### config.mk
export PLATFORM = sky130hd
export DESIGN_NAME = trap_sysret_stage
export DESIGN_NICKNAME = d
export VERILOG_FILES = /design/src/rtl/trap_pkg.sv /design/src/rtl/trap_sc_path.sv /design/src/rtl/trap_rfid_path.sv /design/src/rtl/trap_sysret_stage.sv
export SDC_FILE = /design/constraint.sdc
export NUM_CORES = 1
export LEC_CHECK = 0
export BUFFER_PORTS_ARGS = -buffer_cell sky130_fd_sc_hd__clkbuf_2
export CORE_AREA = 2 2 205 207
export DETAILED_ROUTE_END_ITERATION = 8
export DIE_AREA = 0 0 207 209
export PLACE_DENSITY = 0.41
export RECOVER_POWER = 100
export SYNTH_ARGS = -nofsm -noshare
export SYNTH_HDL_FRONTEND = slang
export SYNTH_SLANG_ARGS = --single-unit
### constraint.sdc
create_clock -name vclk -period 11.3
set_input_delay 3.39 -clock vclk [all_inputs]
set_output_delay 3.39 -clock vclk [all_outputs]
set_load 0.005 [all_outputs]
### src/rtl/trap_pkg.sv
package trap_pkg;

  localparam int XLEN = 64;

  // operation codes on the op input
  localparam int OPC_SYSCALL = 1;
  localparam int OPC_RETURN  = 2;

  // machine state bit positions (LSB-0)
  localparam int BIT_EXT_EN   = 15;
  localparam int BIT_PROBLEM  = 14;
  localparam int BIT_I_RELOC  = 5;
  localparam int BIT_D_RELOC  = 4;

  // transaction state field
  localparam int TS_LSB = 32;
  localparam int TS_W   = 3;
  localparam logic [TS_W-1:0] TS_CUR_HOLD  = 3'b010;
  localparam logic [TS_W-1:0] TS_SAVED_NIL = 3'b000;

  // partially implemented ranges that are never copied
  localparam int GAP_A_LO = 16;
  localparam int GAP_A_HI = 21;
  localparam int GAP_B_LO = 27;
  localparam int GAP_B_HI = 30;

  // one where a bit is fully implemented and copied between MSR and SRR1
  function automatic logic [XLEN-1:0] full_func_mask();
    logic [XLEN-1:0] m;
    for (int i = 0; i < XLEN; i++) begin
      m[i] = !((i >= GAP_A_LO && i <= GAP_A_HI) ||
               (i >= GAP_B_LO && i <= GAP_B_HI));
    end
    return m;
  endfunction

endpackage

### src/rtl/trap_sc_path.sv
module trap_sc_path
  import trap_pkg::*;
#(
  parameter logic [XLEN-1:0] VECTOR = 64'h0000_0000_0000_0C00,
  parameter int              ILEN   = 4
) (
  input  logic [XLEN-1:0] cia,
  input  logic [XLEN-1:0] cur_msr,
  output logic [XLEN-1:0] target,
  output logic [XLEN-1:0] ret_addr,
  output logic [XLEN-1:0] saved_state
);

  localparam logic [XLEN-1:0] KEEP = full_func_mask();
  localparam logic [XLEN-1:0] STEP = XLEN'(ILEN);

  always_comb begin
    target      = VECTOR;
    ret_addr    = cia + STEP;  // wraps modulo 2^XLEN
    saved_state = cur_msr & KEEP;
  end

endmodule

### src/rtl/trap_rfid_path.sv
module trap_rfid_path
  import trap_pkg::*;
#(
  parameter int ALIGN_BITS = 2
) (
  input  logic [XLEN-1:0] cur_msr,
  input  logic [XLEN-1:0] saved_addr,
  input  logic [XLEN-1:0] saved_state,
  output logic [XLEN-1:0] target,
  output logic [XLEN-1:0] new_msr
);

  localparam logic [XLEN-1:0] KEEP       = full_func_mask();
  localparam logic [XLEN-1:0] ALIGN_MASK = ~XLEN'((1 << ALIGN_BITS) - 1);

  logic [TS_W-1:0] cur_ts;
  logic [TS_W-1:0] sav_ts;
  logic            hold_ts;
  logic [XLEN-1:0] merged;

  assign cur_ts  = cur_msr[TS_LSB +: TS_W];
  assign sav_ts  = saved_state[TS_LSB +: TS_W];
  assign hold_ts = (cur_ts == TS_CUR_HOLD) && (sav_ts == TS_SAVED_NIL);

  always_comb begin
    target = saved_addr & ALIGN_MASK;
    merged = (saved_state & KEEP) | (cur_msr & ~KEEP);
    if (cur_msr[BIT_PROBLEM]) begin
      merged[BIT_EXT_EN]  = 1'b1;
      merged[BIT_I_RELOC] = 1'b1;
      merged[BIT_D_RELOC] = 1'b1;
    end
    if (hold_ts) begin
      merged[TS_LSB +: TS_W] = cur_ts;
    end
    new_msr = merged;
  end

endmodule

### src/rtl/trap_sysret_stage.sv
module trap_sysret_stage
  import trap_pkg::*;
#(
  parameter int              OP_W      = 2,
  parameter int              CTX_W     = 2,
  parameter logic [XLEN-1:0] SC_VECTOR = 64'h0000_0000_0000_0C00
) (
  input  logic [OP_W-1:0]  op_i,
  input  logic [XLEN-1:0]  cia_i,
  input  logic [XLEN-1:0]  msr_i,
  input  logic [XLEN-1:0]  srr0_i,
  input  logic [XLEN-1:0]  srr1_i,
  input  logic [CTX_W-1:0] ctx_i,
  output logic [XLEN-1:0]  nia_o,
  output logic             nia_ok_o,
  output logic [XLEN-1:0]  srr0_o,
  output logic             srr0_ok_o,
  output logic [XLEN-1:0]  srr1_o,
  output logic             srr1_ok_o,
  output logic [XLEN-1:0]  msr_o,
  output logic             msr_ok_o,
  output logic [CTX_W-1:0] ctx_o
);

  localparam logic [OP_W-1:0] CODE_SC  = OP_W'(OPC_SYSCALL);
  localparam logic [OP_W-1:0] CODE_RET = OP_W'(OPC_RETURN);

  logic            is_sc;
  logic            is_ret;
  logic [XLEN-1:0] sc_target;
  logic [XLEN-1:0] sc_ret_addr;
  logic [XLEN-1:0] sc_state;
  logic [XLEN-1:0] ret_target;
  logic [XLEN-1:0] ret_msr;

  assign is_sc  = (op_i == CODE_SC);
  assign is_ret = (op_i == CODE_RET);

  trap_sc_path #(
    .VECTOR (SC_VECTOR),
    .ILEN   (4)
  ) sc_u (
    .cia         (cia_i),
    .cur_msr     (msr_i),
    .target      (sc_target),
    .ret_addr    (sc_ret_addr),
    .saved_state (sc_state)
  );

  trap_rfid_path #(
    .ALIGN_BITS (2)
  ) ret_u (
    .cur_msr     (msr_i),
    .saved_addr  (srr0_i),
    .saved_state (srr1_i),
    .target      (ret_target),
    .new_msr     (ret_msr)
  );

  always_comb begin
    nia_o     = '0;
    nia_ok_o  = 1'b0;
    srr0_o    = '0;
    srr0_ok_o = 1'b0;
    srr1_o    = '0;
    srr1_ok_o = 1'b0;
    msr_o     = '0;
    msr_ok_o  = 1'b0;
    if (is_sc) begin
      nia_o     = sc_target;
      nia_ok_o  = 1'b1;
      srr0_o    = sc_ret_addr;
      srr0_ok_o = 1'b1;
      srr1_o    = sc_state;
      srr1_ok_o = 1'b1;
    end else if (is_ret) begin
      nia_o    = ret_target;
      nia_ok_o = 1'b1;
      msr_o    = ret_msr;
      msr_ok_o = 1'b1;
    end
  end

  assign ctx_o = ctx_i;

endmodule

==> metrics <==
Initial Utilization 7.34%; Netlist cell types 36; drc violations 0; worst-margin pin slew 1870 ps; postcts setup bufs 0; DR WL/cell 17.7 um; mapped cell area 3030 um2; Final Hold Viols 0; worst-path fanout max 18; vias in the first global route 5,150; Max-cap violations 4; Switch Pwr 80.4 uW; initial antenna violation count 12; Critical Path End Type output pin; Final #Nets 1,236; Slew HR -24.8%; Synth top area share 36.5%; multi-input logic area 2760 um2; PD cells 25.4 nW/um2; Hold Crit Class in2out; Pre-Repair DR Iteration Count 4; warnings from Yosys 0; Mapped Cells 504; fin crit period 10,120 ps; RSZ-0062 raised after global routing no; first-pass GRT wire length 36,300 um; initial DRC count 230; startpoint types input pin; fraction of layout cells with a size suffix above 1 44.7%; gr ovfl total 0; Pint 70.0 uW; Clock Power Share 0%; sequential power share 0%; HPWL after DPL 24,200 um; # rows 75; Reg area 0 um2; drt total wl 26,800 um; Crit Path Category in2out; vias after detailed routing 5,415; Mapped Avg Cell Area 6.02 um2; core area 41,300 um2; critical path launch point cia_i[2]; full die area 43,300 um2; Die Y 209 um; drt via density 3.58; Max VDD drop 0.0104 mV; pin count of the biggest net entering global routing 66; hold_ws 6780 ps; WP data required 7910 ps; leakage power 2.84 nW; Switching Fraction 53.5%; top cell type by total area after synthesis and2_1; Die Width 207 um; Worst setup endpoint srr0_o[60]; Max Freq 0.0988 GHz; combinational power share 100.0%; WP data arrival 6730 ps; hold buffers post-CTS 0; synth top area cells and2_1, xor2_1, nor2_1; Final ANT Viol Nets 0; number of sequential cells 0; Final period util 89.6%; status finished with violations; RePlAce Congestion 0.812; Fin Setup TNS 0 ps; gr usage total 11.4%; Area Overhead vs Synth 95.0%; post-cts resize count 0; failing checks max-capacitance violations, max-slew violations; I/O pin count 522; Layout fillers 4,920; Final Slew Violations 126; final setup violation count 0; Port Buffers 494; sequential area share after synthesis 0%; Min-Delay Startpoint ctx_i[0]; CLK BUF 0
## worst max-delay path: stages
cell and delay, ps:
clkbuf_1 150, ha_1 240, nand4_1 190, nor3_1 290
clkbuf_1 520, nand4_1 820, or4_1 750, a21oi_1 200
clkbuf_2 170
## metal layers
metal	share of wire, %	global-route usage, %	vias up
li1	-	-	2605
met2	47	19.6	263
met1	40	13.4	2507
met5	0.42	0	-
met4	0.50	0.345	18
met3	12	5.49	22
## cells in the final DEF (no fill, tap or decap), types with 5 or more instances in the layout
master,netlist,final
xor2_1,23,23
and2_0,0,114
nor3_1,5,5
o31ai_1,11,11
o21a_1,6,6
nor4_1,8,10
inv_1,11,12
or3_1,16,16
nor2_1,41,41
o21ai_1,11,11
nand4_1,20,21
a21oi_1,26,26
conb_1,1,12
xnor2_1,8,8
clkbuf_1,26,74
clkbuf_2,1,423
nand3_1,23,23
and2_1,177,63
or4_1,11,11
nand2_1,30,30
## Yosys cell counts
cell type	count
buf_2	3
nand2_1	30
and2_1	177
o21bai_1	1
nor4_4	2
clkbuf_1	26
o21a_1	6
o21ai_1	11
nand3_2	2
mux2i_1	1
o21ai_0	4
o31ai_1	11
inv_1	11
ha_1	4
or3_1	16
nor2b_1	1
conb_1	1
nor3_4	2
nor4_1	8
and3_1	4
nand2b_1	2
nand4_1	20
or2_1	1
nor2_1	41
clkbuf_2	1
buf_4	16
or4b_1	1
nand3_1	23
or4_1	11
and4_1	1
nand4_2	3
xnor2_1	8
xor2_1	23
clkinv_1	1
nor3_1	5
a21oi_1	26
## metrics by stage
step                      instance area [um2]  setup WS [ps]  std cells  power, mW  util (%)
after detailed placement                 6050           2000       1509      0.158      14.7
after floorplan                          3070           2930        515     0.0565         -
after global placement                   6050           2010       1509      0.157      14.7
after global routing                     5910            899       1509      0.167      14.3
after CTS                                6050           2000       1509      0.158      14.7
final                                    5910           1180       1511      0.150      14.3
## power by group through the flow
stage,logic [mW],registers [mW],clock network (mW)
6_report,0.150,0,0.0000000239
5_1_grt,0.167,0,0
4_1_cts,0.158,0,0
3_5_place_dp,0.158,0,0
3_3_place_gp,0.157,0,0
2_1_floorplan,0.0565,0,0
## cell families after synthesis
| family | Yosys count | share of synthesized area [%] |
|---|---|---|
| simple gates | 350 | 68.4 |
| compound gates | 59 | 11.2 |
| buf+inv | 58 | 9.33 |
| xor+xnor | 31 | 8.96 |
| fa+ha+maj | 4 | 1.65 |
| mux | 1 | 0.330 |
| other cells | 1 | 0.124 |
## worst min path at each step
stage | depth (start not counted) | endpoint | slack, ps
2_1_floorplan | 1 | srr0_o[2] | 6810
3_3_place_gp | 0 | ctx_o[1] | 6780
3_5_place_dp | 0 | ctx_o[1] | 6780
4_1_cts | 0 | ctx_o[1] | 6780
5_1_grt | 0 | ctx_o[1] | 6780
6_report | 0 | ctx_o[0] | 6780
## area by class of cell
| type | count | share of cell area (%) |
|---|---|---|
| Tap cell | 539 | 11.4 |
| Antenna cell | 2 | 0.0847 |
| Timing Repair Buffer | 501 | 41.0 |
| Inverter | 12 | 0.762 |
| Multi-Input combinational cell | 457 | 46.7 |
Power figures use the tool's default switching activity.
